### src/rtl/mdio_pkg.sv
package mdio_pkg;
    typedef enum logic [1:0] {
        ST_IDLE     = 2'd0,
        ST_PREAMBLE = 2'd1,
        ST_FRAME    = 2'd2
    } mdio_state_e;

    localparam logic [1:0] A_CTRL  = 2'd0;
    localparam logic [1:0] A_SPEED = 2'd1;
    localparam logic [1:0] A_DATA  = 2'd2;
    localparam logic [1:0] A_EVENT = 2'd3;

    localparam logic [1:0] OP_READ = 2'b10;
    localparam int FRAME_BITS = 32;
endpackage

### src/rtl/mdio_clkgen.sv
module mdio_clkgen #(
    parameter int DIV_W = 6
) (
    input  logic             clk,
    input  logic             rst_n,
    input  logic             run,
    input  logic [DIV_W-1:0] div,
    output logic             mdc,
    output logic             rise_tick,
    output logic             fall_tick
);
    logic [DIV_W-1:0] cnt_q;
    logic             mdc_q;
    logic             active;
    logic             terminal;

    assign active    = run && (div != '0);
    assign terminal  = active && (cnt_q == div - DIV_W'(1));
    assign rise_tick = terminal && !mdc_q;
    assign fall_tick = terminal && mdc_q;
    assign mdc       = mdc_q;

    always_ff @(posedge clk or negedge rst_n) begin
        if (!rst_n) begin
            cnt_q <= '0;
            mdc_q <= 1'b0;
        end else if (!active) begin
            cnt_q <= '0;
            mdc_q <= 1'b0;
        end else if (terminal) begin
            cnt_q <= '0;
            mdc_q <= ~mdc_q;
        end else begin
            cnt_q <= cnt_q + DIV_W'(1);
        end
    end


    zero_div_low_chk: assert property (@(posedge clk) disable iff (!rst_n)
        (div == '0) |=> !mdc);


    tick_excl_chk: assert property (@(posedge clk) disable iff (!rst_n)
        (mdc != $past(mdc)) |-> $past(active));
endmodule

### src/rtl/mdio_engine.sv
module mdio_engine
    import mdio_pkg::*;
#(
    parameter int PRE_BITS  = 32,
    parameter int DATA_BITS = 16
) (
    input  logic                 clk,
    input  logic                 rst_n,
    input  logic                 start,
    input  logic [31:0]          frame_word,
    input  logic                 rise_tick,
    input  logic                 fall_tick,
    input  logic                 mdc,
    input  logic                 mdio_i,
    output logic                 busy,
    output logic                 done,
    output logic                 is_read,
    output logic                 mdio_o,
    output logic                 mdio_oe,
    output logic [DATA_BITS-1:0] rd_data
);
    localparam int MAX_BITS = (PRE_BITS > FRAME_BITS) ? PRE_BITS : FRAME_BITS;
    localparam int CNT_W    = $clog2(MAX_BITS);
    localparam int TA_POS   = FRAME_BITS - DATA_BITS - 2;
    localparam int DATA_POS = FRAME_BITS - DATA_BITS;

    mdio_state_e          state_q, state_d;
    logic [CNT_W-1:0]     cnt_q;
    logic [31:0]          sh_q;
    logic                 rd_q;
    logic [DATA_BITS-1:0] cap_q;
    logic                 o_q, oe_q;
    logic                 pre_last, frm_last;

    assign pre_last = (cnt_q == CNT_W'(PRE_BITS - 1));
    assign frm_last = (cnt_q == CNT_W'(FRAME_BITS - 1));
    assign done     = (state_q == ST_FRAME) && fall_tick && frm_last;
    assign busy     = (state_q != ST_IDLE);
    assign is_read  = rd_q;
    assign mdio_o   = o_q;
    assign mdio_oe  = oe_q;
    assign rd_data  = cap_q;

    always_comb begin
        state_d = state_q;
        unique case (state_q)
            ST_IDLE:     if (start) state_d = ST_PREAMBLE;
            ST_PREAMBLE: if (fall_tick && pre_last) state_d = ST_FRAME;
            ST_FRAME:    if (fall_tick && frm_last) state_d = ST_IDLE;
            default:     state_d = ST_IDLE;
        endcase
    end

    always_ff @(posedge clk or negedge rst_n) begin
        if (!rst_n) state_q <= ST_IDLE;
        else        state_q <= state_d;
    end

    always_ff @(posedge clk or negedge rst_n) begin
        if (!rst_n) begin
            cnt_q <= '0;
            sh_q  <= '0;
            rd_q  <= 1'b0;
            cap_q <= '0;
            o_q   <= 1'b0;
            oe_q  <= 1'b0;
        end else begin
            unique case (state_q)
                ST_IDLE: begin
                    if (start) begin
                        sh_q  <= frame_word;
                        rd_q  <= (frame_word[29:28] == OP_READ);
                        cnt_q <= '0;
                        cap_q <= '0;
                        o_q   <= 1'b1;
                        oe_q  <= 1'b1;
                    end
                end
                ST_PREAMBLE: begin
                    if (fall_tick) begin
                        if (pre_last) begin
                            cnt_q <= '0;
                            o_q   <= sh_q[31];
                        end else begin
                            cnt_q <= cnt_q + CNT_W'(1);
                        end
                    end
                end
                ST_FRAME: begin
                    if (fall_tick) begin
                        if (frm_last) begin
                            o_q  <= 1'b0;
                            oe_q <= 1'b0;
                        end else begin
                            cnt_q <= cnt_q + CNT_W'(1);
                            o_q   <= sh_q[30];
                            sh_q  <= {sh_q[30:0], 1'b0};
                            if (rd_q && (cnt_q == CNT_W'(TA_POS - 1)))
                                oe_q <= 1'b0;
                        end
                    end
                    if (rise_tick && rd_q && (cnt_q >= CNT_W'(DATA_POS)))
                        cap_q <= {cap_q[DATA_BITS-2:0], mdio_i};
                end
                default: ;
            endcase
        end
    end


    mdio_hold_chk: assert property (@(posedge clk) disable iff (!rst_n)
        mdc |-> ($stable(mdio_o) && $stable(mdio_oe)));


    read_release_chk: assert property (@(posedge clk) disable iff (!rst_n)
        ((state_q == ST_FRAME) && rd_q && (cnt_q >= CNT_W'(TA_POS))) |-> !mdio_oe);
endmodule

### src/rtl/mdio_mgmt_ctrl.sv
module mdio_mgmt_ctrl
    import mdio_pkg::*;
#(
    parameter int DIV_W     = 6,
    parameter int PRE_BITS  = 32,
    parameter int DATA_BITS = 16
) (
    input  logic        clk,
    input  logic        rst_n,
    input  logic        reg_wr,
    input  logic [1:0]  reg_addr,
    input  logic [31:0] reg_wdata,
    output logic [31:0] reg_rdata,
    output logic        mdc,
    output logic        mdio_o,
    output logic        mdio_oe,
    input  logic        mdio_i,
    output logic        mgmt_evt
);
    localparam int SPD_PAD = 32 - DIV_W - 1;

    logic                 en_q;
    logic [DIV_W-1:0]     div_q;
    logic [31:0]          data_q;
    logic                 evt_q;
    logic                 eng_busy, eng_done, eng_read;
    logic                 rise_tick, fall_tick;
    logic [DATA_BITS-1:0] eng_rd;
    logic                 data_hit, start;

    assign data_hit = reg_wr && (reg_addr == A_DATA);
    assign start    = data_hit && en_q && (div_q != '0) && !eng_busy;
    assign mgmt_evt = evt_q;

    always_ff @(posedge clk or negedge rst_n) begin
        if (!rst_n) begin
            en_q   <= 1'b0;
            div_q  <= '0;
            data_q <= '0;
            evt_q  <= 1'b0;
        end else begin
            if (reg_wr && (reg_addr == A_CTRL))  en_q  <= reg_wdata[0];
            if (reg_wr && (reg_addr == A_SPEED)) div_q <= reg_wdata[DIV_W:1];
            if (start) data_q <= reg_wdata;
            else if (eng_done && eng_read) data_q[DATA_BITS-1:0] <= eng_rd;
            if (eng_done) evt_q <= 1'b1;
            else if (reg_wr && (reg_addr == A_EVENT) && reg_wdata[0]) evt_q <= 1'b0;
        end
    end

    always_comb begin
        unique case (reg_addr)
            A_CTRL:  reg_rdata = {31'b0, en_q};
            A_SPEED: reg_rdata = {{SPD_PAD{1'b0}}, div_q, 1'b0};
            A_DATA:  reg_rdata = data_q;
            A_EVENT: reg_rdata = {30'b0, eng_busy, evt_q};
            default: reg_rdata = '0;
        endcase
    end

    mdio_clkgen #(.DIV_W(DIV_W)) u_clkgen (
        .clk       (clk),
        .rst_n     (rst_n),
        .run       (eng_busy),
        .div       (div_q),
        .mdc       (mdc),
        .rise_tick (rise_tick),
        .fall_tick (fall_tick)
    );

    mdio_engine #(.PRE_BITS(PRE_BITS), .DATA_BITS(DATA_BITS)) u_engine (
        .clk        (clk),
        .rst_n      (rst_n),
        .start      (start),
        .frame_word (reg_wdata),
        .rise_tick  (rise_tick),
        .fall_tick  (fall_tick),
        .mdc        (mdc),
        .mdio_i     (mdio_i),
        .busy       (eng_busy),
        .done       (eng_done),
        .is_read    (eng_read),
        .mdio_o     (mdio_o),
        .mdio_oe    (mdio_oe),
        .rd_data    (eng_rd)
    );


    start_busy_chk: assert property (@(posedge clk) disable iff (!rst_n)
        start |=> eng_busy);


    busy_ignore_chk: assert property (@(posedge clk) disable iff (!rst_n)
        (eng_busy && data_hit && !eng_done) |=> $stable(data_q));


    evt_after_frame_chk: assert property (@(posedge clk) disable iff (!rst_n)
        $rose(evt_q) |-> ($past(eng_busy) && !eng_busy));


    disabled_idle_chk: assert property (@(posedge clk) disable iff (!rst_n)
        (!eng_busy && !en_q) |=> !eng_busy);


    idle_release_chk: assert property (@(posedge clk) disable iff (!rst_n)
        !eng_busy |-> !mdio_oe);
endmodule

### config.mk
export PLATFORM = sky130hd
export DESIGN_NAME = mdio_mgmt_ctrl
export DESIGN_NICKNAME = d
export VERILOG_FILES = /design/src/rtl/mdio_pkg.sv /design/src/rtl/mdio_clkgen.sv /design/src/rtl/mdio_engine.sv /design/src/rtl/mdio_mgmt_ctrl.sv
export SDC_FILE = /design/constraint.sdc
export NUM_CORES = 1
export LEC_CHECK = 0
export BUFFER_PORTS_ARGS = -buffer_cell sky130_fd_sc_hd__buf_2
export CAP_MARGIN = 30
export CORE_ASPECT_RATIO = 0.8
export CORE_UTILIZATION = 52
export CTS_CLUSTER_SIZE = 10
export DETAILED_ROUTE_END_ITERATION = 7
export PLACE_DENSITY = 0.76
export SYNTH_ARGS = -nofsm -noshare
export SYNTH_HDL_FRONTEND = slang
export SYNTH_HIERARCHICAL = 1
export SYNTH_SLANG_ARGS = --single-unit
### constraint.sdc
create_clock -name clk -period 3.1 [get_ports clk]
set_input_delay 0.465 -clock clk [delete_from_list [all_inputs] [get_ports clk]]
set_output_delay 0.465 -clock clk [all_outputs]
set_load 0.005 [all_outputs]
== Word level (Yosys, flattened, before mapping) ==
Index checks and enable logic that the tools add are counted.

* Register bits: 105
* Bits of input ports: 38
* Output and inout bits: 36
* Word-level logic and storage cells: 110

* Add/sub/neg operators: 3
* Order comparisons: 1
* Eq/ne operators: 19
* Multiplexer cells: 36
* Bitwise operators: 1
* Reduce and logical (&&, ||, !) cells: 36

{| class="wikitable"
|+ Operators by type and width
! cell !! count
|-
| 32-bit case mux with 4 select lines || 1
|-
| 32-bit 2-to-1 mux || 3
|-
| 16-bit 2-to-1 mux || 4
|-
| 32-bit case mux with 2 select lines || 1
|-
| 16-bit case mux with 2 select lines || 1
|-
| 5-bit 2-to-1 mux || 5
|-
| 1-bit logical AND || 19
|-
| 5-bit case mux with 3 select lines || 1
|-
| 1-bit 2-to-1 mux || 12
|-
| 6-bit 2-to-1 mux || 2
|-
| 2-bit inequality test (second input constant) || 5
|-
| 5-bit AND reduction || 2
|-
| 2-bit == test (second input constant) || 4
|-
| 2-bit by 1-bit inequality test with 1-bit output (second input constant) || 4
|-
| 4-bit AND reduction || 2
|-
| 2-bit nonzero test || 4
|-
| 6-bit by 1-bit adder with 6-bit output (second input constant) || 1
|-
| 6-bit == test || 1
|-
| 2-bit 2-to-1 mux || 3
|-
| 2-bit case mux with 3 select lines || 1
|-
| 3-bit AND reduction || 2
|-
| 6-bit nonzero test || 1
|-
| 6-bit by 1-bit subtractor with 6-bit output (second input constant) || 1
|-
| 5-bit by 1-bit adder with 5-bit output (second input constant) || 1
|-
| 12 further kinds || 15
|}

== Longest topological paths before layout ==
Gate-level depths: netlist (run 1).

* Depth in word-level cells: 9
* Mapped depth: 11
* Gate-level depth less buffers: 10

== Modules after synthesis ==
The synthesis (run 1) kept the hierarchy.

{| class="wikitable"
|+ By module, submodules not included
! module !! times used !! cells each !! area an instance (um2) !! sequential area each (um2)
|-
| mdio_engine || 1 || 283 || 2781.4 || 1451.4
|-
| mdio_mgmt_ctrl || 1 || 151 || 2038.2 || 1001.0
|-
| mdio_clkgen || 1 || 55 || 528.0 || 175.2
|}

== Worst setup path before layout (run 1) ==
No wires, ideal clock.

* Path kind: reg2reg
* Start: register div_q[0]
* End: register data_q[10]
* Library setup time: 0.128 ns
* Arrival time: 3.341 ns
* Data required time: 2.972 ns
* Setup slack: -0.368 ns
* Cell stages (with the launch flop): 12
* Buffers on the path: 1
* Period minus slack after synthesis: 3.468 ns
* Path through: dfrtp_1 inv_1 ha_1 nor2b_1 or3_1 a31o_2 nor4_1 and3_1 nand2_2 buf_2 mux2_2 mux2_1

* Cells in the longest elaborated chain, start to end: 8
* Elaborated cells between the ends (all ways): 13
* Those cells by class: add/sub (1); eq/ne (1); mux (1); reduce/logical (10)

{| class="wikitable"
|+ RTL lines
! item !! line !! text
|-
| start: declaration || mdio_mgmt_ctrl.sv:23 || <nowiki>logic [DIV_W-1:0] div_q;</nowiki>
|-
| start signal: assignment || mdio_mgmt_ctrl.sv:43 || <nowiki>if (reg_wr && (reg_addr == A_SPEED)) div_q <= reg_wdata[DIV_W:1];</nowiki>
|-
| 6-bit by 1-bit subtractor with 6-bit output or 6-bit nonzero test (tied branches) || mdio_clkgen.sv:18, mdio_clkgen.sv:17 ||
|-
| 6-bit == test or 1-bit logical AND (tied branches) || mdio_clkgen.sv:18, mdio_clkgen.sv:17 ||
|-
| 1-bit logical AND * || mdio_clkgen.sv:18 || <nowiki>assign terminal = active && (cnt_q == div - DIV_W'(1));</nowiki>
|-
| 1-bit logical AND * || mdio_clkgen.sv:20 || <nowiki>assign fall_tick = terminal && mdc_q;</nowiki>
|-
| via fall_tick || mdio_mgmt_ctrl.sv:27 || <nowiki>logic rise_tick, fall_tick;</nowiki>
|-
| 1-bit logical AND * (2 in a row) || mdio_engine.sv:37 || <nowiki>assign done = (state_q == ST_FRAME) && fall_tick && frm_last;</nowiki>
|-
| via eng_done || mdio_mgmt_ctrl.sv:26 || <nowiki>logic eng_busy, eng_done, eng_read;</nowiki>
|-
| 1-bit logical AND * || mdio_mgmt_ctrl.sv:45 || <nowiki>else if (eng_done && eng_read) data_q[DATA_BITS-1:0] <= eng_rd;</nowiki>
|-
| 2-bit nonzero test (no line) * || - ||
|-
| end signal: assignment || mdio_mgmt_ctrl.sv:44 || <nowiki>if (start) data_q <= reg_wdata;</nowiki>
|-
| end signal: indexed assignment || mdio_mgmt_ctrl.sv:45 ||
|-
| end: declaration || mdio_mgmt_ctrl.sv:24 || <nowiki>logic [31:0] data_q;</nowiki>
|}

The timed path passes the listed nets; every way through them passes the cells marked *.
A chain may end at the register's enable or synchronous reset.

== Final worst setup path (run 1) ==
* Start: register div_q[3]
* End: register data_q[7]

The elaborated chain is that of the path after synthesis.

==> impl_metrics.ini, run 1 <==
[place]
dpl.hpwl_um = 7740
placed_area_mm2 = 0.00587
io_buffers = 73
gp_congestion = 0.832

[power]
power.density_mw_per_mm2 = 587
leakagePower_nw = 3.27
worst_ir_drop_vdd_mv = 0.409

[routing]
postRouteAntennaNets = 0
wl_per_cell_um = 15.9
routed_wl_um = 11100
drc_errors = 0
dr.pass1.iters = 5
routed-via-count = 3858
viasPerCell = 5.50
first_iter_violations = 253

[setup_path]
cp_slowest_cell = dfrtp_1
criticalPathCategory = reg -> reg
cpLargestDelayFamily = simple AND/OR/NAND/NOR gates
rr_startpoint = div_q[3]$_DFFE_PN0P_
arrival_ns = 3.06
startpoint = div_q[3]$_DFFE_PN0P_
worst_path_largest_cell_delay_ns = 0.46
crit_chain = or3_4 > o31a_1 > o2111ai_2 > nor4_4 > and3_1 > nand2_4 > mux2_2 > mux2_1
worstPathMaxFanout = 16
critPathLaunchType = flop
worst_setup_path_end_kind = flop
cp.required_ns = 3.32
cp_num_buf_inv = 0

[finish]
nFillCells = 768
antenna_cells = 0
drive_above_1_share_pct = 25.3
final_cell_area_mm2 = 0.00618
nNetsFinal = 609
area_delta_synth_final_pct = 15.6
final_core_util_pct = 63.0

[floorplanning]
die_area_mm2 = 0.0107
die_x_um = 115
num_rows = 32
die_h_um = 92.7
initial_utilization_pct = 54.5
io_pins = 74
core-area_mm2 = 0.00981

[sta]
period_share_pct = 91.7
skew_ns = 0.00722
max_freq_ghz = 0.352
setup_viol = 0
min_period_ns = 2.84
relSlewSlack_pct = 46.9
rsz0062_at_grt = no
worst_pin_slew_ns = 0.797
hold_viol = 0
final_max_slew_viol_count = 0
tns_ns = 0

[synthesis]
yosysTopAreaCellShare_pct = 49.1
synth-async-reset-ratio_pct = 100
synth_flop_cell = dfrtp_1
synth.distinct_cells = 52
synth_seq_cells = 105
synth_commonest_cells = dfrtp_1 (105), nor2_1 (45), nand2_1 (42)
synth.most_common_cell = dfrtp_1
synth.top_cells.by_area = dfrtp_1 (49%), mux2_1 (6.9%), mux2i_1 (5.8%)
synth_edf_count = 0
syn_nets = 538
avgSynthCellArea_um2 = 10.9
syn-cell-area_mm2 = 0.00535
seq_area_frac_synth_pct = 49.1
yosysWarnings = 6
yosys.area.top_type = dfrtp_1
synth_cells = 489

[global_routing]
gr-total-overflow = 0
grt_pass1_wl_um = 18800
antenna_found_initial = 0
grt_max_degree = 64
grt_pass1_vias = 3831
grtUsageTotal_pct = 23.1

[hold_path]
hp-class = in -> async

[clocking]
numCtsBuffers = 9
clk_path_buf_depth = 2
clock_tree.root_cell = clkbuf_16
cts.sinks = 105
cts-htree-levels = 3
cts_setup_buffers = 0
clk_pin_slew_ns = 0.07
cts_tree = built
clk_latency_ns = 0.34

[outcome]
outcome = finished clean

[run]
maxCapViolations = 0
-- routing by layer --
layer,track usage (%),up-vias,share of wire [%],wire (um)
li1,-,1835,-,-
met1,30.5,1928,45,5030
met2,37.7,82,50,5530
met3,5.10,13,4.1,452
met4,7.36,0,1.2,131
met5,0,-,0,0
-- cell families (layout without fill, tap and decap cells) --
group | after synthesis | count (layout) | synth area share, %
XOR/XNOR | 10 | 10 | 1.64
buffers and inverters | 34 | 110 | 3.25
adder cells (fa/ha/maj) | 11 | 11 | 2.57
flip-flops | 105 | 105 | 49.1
AND/OR/NAND/NOR | 151 | 151 | 14.5
multiplexers | 90 | 90 | 18.2
AO/OA/AOI/OAI | 88 | 88 | 10.6
-- path summary, 6_finish.rpt --
check                                              endpoint  slack (ns)  depth (start not counted)
setup / recovery                      data_q[7]$_DFFE_PN0P_        0.26                          8
hold / removal                         div_q[2]$_DFFE_PN0P_        0.16                          1
setup reg to reg                      data_q[7]$_DFFE_PN0P_        0.26                          8
hold reg to reg                      data_q[19]$_DFFE_PN0P_        0.47                          1
max in group asynchronous  u_engine/rd_data[10]$_DFFE_PN0P_        2.17                          2
min in group clk                     data_q[27]$_DFFE_PN0P_        0.35                          2
-- stage by stage --
step	hold WS, ns	std cells	setup WS [ns]	power (mW)
after floorplan	0.169	489	0.0379	2.25
after global placement	0.458	685	0.303	2.44
after detailed placement	0.467	685	0.170	2.49
after CTS	0.183	701	0.152	3.66
after global routing	0.210	701	0.0977	3.84
final	0.162	701	0.258	3.63
-- cells in the final DEF (no fill, tap or decap), types with 10 or more instances in the layout --
| cell | netlist | final |
|---|---|---|
| a21oi_1 | 35 | 35 |
| and2_1 | 25 | 25 |
| buf_2 | 15 | 72 |
| buf_4 | 1 | 12 |
| dfrtp_1 | 105 | 104 |
| ha_1 | 11 | 10 |
| mux2_1 | 33 | 33 |
| mux2_2 | 26 | 26 |
| mux2i_1 | 31 | 31 |
| nand2_1 | 42 | 42 |
| nor2_1 | 45 | 45 |
| o21ai_0 | 22 | 22 |
-- registers in the layout (all words and copies together), names as in the netlist --
name,flops
data_q,32
u_engine/mdio_oe,1
u_engine/rd_data,16
u_clkgen/mdc,1
u_clkgen/cnt_q,6
en_q,1
u_engine/cnt_q,5
u_engine/is_read,1
u_engine/state_q,2
u_engine/mdio_o,1
div_q,6
mgmt_evt,1
u_engine/sh_q,32
-- power by group --
group	switching (mW)	internal, mW
Sequential	0.165	1.59
Clock	0.485	0.670
Combinational	0.392	0.327
Total	1.04	2.59
-- what timing repair did --
| action | in CTS | in global routing |
|---|---|---|
| hold buffers | 0 | 0 |
| endpoints found under the setup margin | 0 | 6 |
| resized for setup | 0 | 1 |
-- cell type report --
type / count / area [um^2] / area share, %
multi-input combinational: 350 / 2570 / 41.6
sequential: 105 / 2630 / 42.5
tap: 136 / 170 / 2.75
clock buffer: 12 / 256 / 4.15
timing repair buffer: 85 / 470 / 7.61
inverter: 9 / 33.8 / 0.546
clock inverter: 4 / 51.3 / 0.830
No activity file was read; power rests on OpenSTA's default activity.
==> run 2: changes to the inputs <==
==> constraint.sdc (replaced) <==
create_clock -name clk -period 3.1 [get_ports clk]
set_input_delay 0.31 -clock clk [delete_from_list [all_inputs] [get_ports clk]]
set_output_delay 0.31 -clock clk [all_outputs]
set_load 0.005 [all_outputs]
==> run 2 against run 1 <==
  * Combinational power is essentially flat
  * Non-clock buffer count rose by 1
  * Global-route usage is 0.81 points lower
  * Fmax shrank 1.1%
  * Hold slack gained 0.034 ns
  * Critical endpoint is now u_engine/mdio_o$_DFFE_PN0P_
  * Largest power group unchanged
==> impl_metrics.ini, run 2 (synthesized netlist as in run 1, its figures left out) <==
[clocking]
clk_path_buf_depth = 2
numCtsBuffers = 9
clk_latency_ns = 0.35
cts-htree-levels = 3
clk_pin_slew_ns = 0.07
cts_setup_buffers = 0
cts_tree = built
cts.sinks = 105
clock_tree.root_cell = clkbuf_16

[finish]
mostFrequentLayoutCell = dfrtp_1
antenna_cells = 0
area_delta_synth_final_pct = 15.9
nNetsFinal = 610
final_cell_area_mm2 = 0.00620
final_core_util_pct = 63.2
nFillCells = 794
mostFrequentLayoutCells = dfrtp_1 (104), buf_2 (72), nor2_1 (45), nand2_1 (42), a21oi_1 (35)
drive_above_1_share_pct = 25.1

[routing]
first_iter_violations = 240
routed-via-count = 3781
dr.pass1.iters = 4
drc_errors = 0
wl_per_cell_um = 15.5
routed_wl_um = 10900
viasPerCell = 5.39
postRouteAntennaNets = 0

[power]
leakagePower_nw = 3.27
worst_ir_drop_vdd_mv = 0.338
power_mw = 3.59
power.density_mw_per_mm2 = 579

[sta]
tns_ns = 0
relSlewSlack_pct = 48.1
setup_viol = 0
skew_ns = 0.00889
period_share_pct = 92.6
rsz0062_at_grt = no
max_freq_ghz = 0.348
final_max_slew_viol_count = 0
setup_slack_ns = 0.228
min_period_ns = 2.87
hold_viol = 0
worst_pin_slew_ns = 0.779

[floorplanning]
core-area_mm2 = 0.00981
die_x_um = 115
num_rows = 32
die_area_mm2 = 0.0107
die_h_um = 92.7
initial_utilization_pct = 54.5
io_pins = 74

[setup_path]
worst_setup_path_end_kind = flop
cp.required_ns = 3.32
rr_startpoint = div_q[1]$_DFFE_PN0P_
criticalPathCategory = reg -> reg
timing.rr.end = u_engine/mdio_o$_DFFE_PN0P_
reg2reg_slack_ns = 0.23
startpoint = div_q[1]$_DFFE_PN0P_
ff2ff_path_depth = 10
worstPathMaxFanout = 6
critPathLaunchType = flop
arrival_ns = 3.09
worstSetupEndpoint = u_engine/mdio_o$_DFFE_PN0P_

[hold_path]
holdPathStages = 2
hp-class = in -> reg

[global_routing]
grt_pass1_vias = 3764
gr-total-overflow = 0
grt_pass1_wl_um = 18200
antenna_found_initial = 0
grtUsageTotal_pct = 22.2
grt_max_degree = 89

[place]
gp_congestion = 0.921
placed_area_mm2 = 0.00588
dpl.hpwl_um = 7640
io_buffers = 73
dp_worst_setup_slack_ns = 0.195

[run]
maxCapViolations = 0

[outcome]
outcome = finished clean
==> run 2: cell count changes in the layout (fill, tap and decap cells not counted), sizes merged <==
cell,change
clkinv,+1
dlygate4sd3,+1
clkbuf,-1
==> run 2: area by class of cell <==
cell class,count,area [um^2],share of cell area (%)
clock buffer,11,233,3.75
clock inverter,5,56.3,0.908
inverter,9,33.8,0.545
multi-input combinational,350,2580,41.7
sequential,105,2630,42.4
tap,136,170,2.75
timing repair buffer,86,493,7.95
==> run 2: how the worst min path moves through the flow <==
stage,end,slack [ns],start
2_1_floorplan,data_q[0]$_DFFE_PN0P_,0.01,rst_n
3_3_place_gp,u_clkgen/cnt_q[4]$_DFF_PN0_,0.20,rst_n
3_5_place_dp,u_clkgen/cnt_q[1]$_DFF_PN0_,0.21,rst_n
4_1_cts,data_q[23]$_DFFE_PN0P_,0.19,reg_wdata[23]
5_1_grt,data_q[15]$_DFFE_PN0P_,0.19,reg_wdata[15]
6_report,data_q[16]$_DFFE_PN0P_,0.20,reg_wdata[16]
==> run 2: what timing repair did <==
action,CTS,global route
hold buffers,1,0
resized for setup,0,2
setup endpoints to repair,0,11
hold endpoints to repair,17,0
==> run 2: where the power goes <==
part | leakage, nW | total [mW] | switching, mW | internal, mW
sequential | 1.41 | 1.76 | 0.166 | 1.59
clock | 0.139 | 1.11 | 0.489 | 0.625
combinational | 1.73 | 0.718 | 0.389 | 0.329
total | 3.27 | 3.59 | 1.04 | 2.54
==> run 2: per-stage QoR <==
step	std cells	hold WS [ns]
floorplan	489	0.0144
global placement	685	0.200
detailed placement	685	0.209
CTS	702	0.185
global route	702	0.193
finish	702	0.196
==> run 2: metal layers <==
| metal | up-vias | wire length, um | global-route usage (%) |
|---|---|---|---|
| li1 | 1842 | - | - |
| met2 | 67 | 5420 | 35.7 |
| met1 | 1860 | 5000 | 30.3 |
| met4 | 0 | 142 | 7.36 |
| met3 | 12 | 346 | 4.32 |
| met5 | - | 0 | 0 |
==> run 2: worst max-delay path, cell delays in order, from the launching register on <==
cell and delay [ns]:
dfrtp_1 0.36, inv_1 0.07, ha_1 0.22, nor2b_1 0.14
or3_1 0.34, a31o_2 0.29, nor4_4 0.23, buf_4 0.19
nand2_1 0.13, a2111oi_4 0.41, mux2_1 0.37
==> run 3: changes to the inputs <==
ABC_AREA = 1   (was unset)
CORE_UTILIZATION = 55   (was 52)
clock period = 3.4 ns   (was 3.1 ns; I/O delays follow)
==> run 3 against run 2 <==
  * Sequential share of layout area shrank 2.1 points
  * Flip-flop and latch count is the same
  * Synthesized cell count grew 52%
  * Clock power is essentially flat
  * Die area grew 2.7%
  * Sequential power grew 12%
  * Global-route usage grew 3.6 points
  * Critical path depth grew 4
  * Hold slack lost 0.18 ns
  * Final cell count grew 35%
==> impl_metrics.ini, run 3 <==
[finish]
area_delta_synth_final_pct = 12.2
mostFrequentLayoutCells = nand2_1 (253), dfrtp_1 (105), inv_1 (76), buf_2 (72)
nFillCells = 900
mostFrequentLayoutCell = nand2_1
final_cell_area_mm2 = 0.00653
antenna_cells = 0
nNetsFinal = 851
multiInputGateArea_mm2 = 0.00267
ff_latch_area_mm2 = 0.00263
drive_above_1_share_pct = 23.2

[clocking]
clk_path_buf_depth = 2
cts-htree-levels = 3
numCtsBuffers = 9
cts_tree = built
clk_latency_ns = 0.36
clock_tree.root_cell = clkbuf_16
cts_setup_buffers = 0
clk_pin_slew_ns = 0.08
cts.sinks = 105
postCtsHoldBufs = 0
ctsResizeCount = 0

[setup_path]
cp_num_buf_inv = 6
worst_path_largest_cell_delay_ns = 0.42
cp.required_ns = 3.64
worstSetupEndpoint = u_engine/sh_q[14]$_DFFE_PN0P_
criticalPathCategory = reg -> reg
timing.rr.end = u_engine/sh_q[14]$_DFFE_PN0P_
ff2ff_path_depth = 14
cpLargestDelayFamily = simple AND/OR/NAND/NOR gates
worst_setup_path_end_kind = flop
critPathLaunchType = flop
startpoint = u_engine/state_q[0]$_DFFE_PN0P_
crit_top_cell = inv_1
worstPathMaxFanout = 42
rr_startpoint = u_engine/state_q[0]$_DFFE_PN0P_
crit_chain = inv_1 > ha_1 > inv_1 > inv_1 > nand3_2 > nor2_8 > nand2_2 > inv_2 > inv_1 > nand2_1 > nand4_4 > buf_12 > nand2_1 > o21ai_2
reg2reg_slack_ns = 0.31
arrival_ns = 3.33
cp_slowest_cell = dfrtp_1
path_depth = 14

[synthesis]
synth_commonest_cells = nand2_1 (253), dfrtp_1 (105), inv_1 (76)
yosysWarnings = 6
synth_edf_count = 0
synth_cells = 743
avgSynthCellArea_um2 = 7.83
synth.distinct_cells = 38
yosys.area.top_type = dfrtp_1
yosysTopAreaCellShare_pct = 45.2
synth_seq_cells = 105
syn_nets = 792
synth-async-reset-ratio_pct = 100
seq_area_frac_synth_pct = 45.2
synth.most_common_cell = nand2_1
syn-cell-area_mm2 = 0.00581
synth_flop_cell = dfrtp_1
synth.top_cells.by_area = dfrtp_1 (45%), nand2_1 (16%), inv_1 (4.9%)

[power]
combPwrFrac_pct = 39.1
power_mw = 5.06
power_frac_seq_pct = 38.9
swShare_pct = 40.7
worst_ir_drop_vdd_mv = 0.393
netSwitchingPower_mw = 2.06
leakagePower_nw = 3.50
pwr-share-clk_pct = 22.0
power.density_mw_per_mm2 = 775
internal-power_mw = 3.00

[sta]
skew_ns = 0.0117
setup_viol = 0
final_max_slew_viol_count = 0
relSlewSlack_pct = 54.5
worst_pin_slew_ns = 0.683
setup_slack_ns = 0.315
max_freq_ghz = 0.324
tns_ns = 0
period_share_pct = 90.7
rsz0062_at_grt = no
min_period_ns = 3.09
hold_viol = 0

[place]
placed_area_mm2 = 0.00621
dp_worst_setup_slack_ns = 0.355
gp_congestion = 0.854
dpl.hpwl_um = 8730
io_buffers = 73

[routing]
dr.pass1.iters = 5
viasPerCell = 5.22
postRouteAntennaNets = 0
routed-wl-met2_um = 6010
wl_met1_um = 6200
routed-via-count = 4943
wl_per_cell_um = 13.8
top_layer = met4
drc_errors = 0
first_iter_violations = 297
met3_length_um = 760
routed_wl_um = 13100

[floorplanning]
num_rows = 33
die_h_um = 94.0
initial_utilization_pct = 56.6
die_x_um = 117
io_pins = 74
core-area_mm2 = 0.0103
die_area_mm2 = 0.0110

[global_routing]
antenna_found_initial = 0
grtUsageTotal_pct = 25.8
gr-total-overflow = 0
grt_max_degree = 54
grt_pass1_wl_um = 22000
grt_pass1_vias = 4643

[run]
maxCapViolations = 0

[outcome]
outcome = finished clean

[hold_path]
hp-class = in -> async
## run 3: final cells by class
class	count	area share [%]
Multi-Input combinational cell	526	40.9
Sequential cell	105	40.3
Timing Repair Buffer	79	6.52
Inverter	81	4.70
Clock buffer	9	3.45
Tap cell	140	2.68
Clock inverter	7	1.46
## run 3: metal layers
| layer | track usage [%] | vias to the layer above |
|---|---|---|
| met2 | 40.5 | 150 |
| met5 | 0 | - |
| met4 | 5.49 | 0 |
| met3 | 6.19 | 11 |
| met1 | 36.4 | 2342 |
| li1 | - | 2440 |
## run 3: cells by family (layout without fill, tap and decap cells)
kind of cell	count (synthesis)	count (layout)	share of synthesized area, %
simple gates	405	405	31.1
buf+inv	112	176	8.91
flops	105	105	45.2
xor+xnor	6	6	0.904
compound gates	104	104	11.5
fa+ha+maj	11	11	2.37
## run 3: how the worst min path moves through the flow
stage                      from                              end  slack, ns
final                     rst_n      u_clkgen/cnt_q[4]$_DFF_PN0_       0.01
after global routing      rst_n      u_clkgen/cnt_q[4]$_DFF_PN0_       0.06
after CTS                 rst_n  u_engine/rd_data[3]$_DFFE_PN0P_       0.04
after detailed placement  rst_n      u_clkgen/cnt_q[3]$_DFF_PN0_       0.42
after global placement    rst_n      u_clkgen/cnt_q[4]$_DFF_PN0_       0.42
after floorplan           rst_n            data_q[0]$_DFFE_PN0P_       0.04
## run 3: power groups by stage
stage	logic (mW)	registers, mW	clock network [mW]
floorplan	1.64	1.90	0
global placement	1.87	1.96	0
detailed placement	1.96	1.98	0
CTS	1.98	1.96	1.14
global route	2.24	2.02	1.18
finish	1.98	1.97	1.11
## run 3: through the flow
step                      hold WS (ns)  util (%)  instances
after CTS                       0.0449      63.5        947
after detailed placement         0.418      60.4        931
after global routing            0.0590      63.5        947
after global placement           0.419      60.4        931
final                           0.0122      63.5        947
after floorplan                 0.0444         -        743
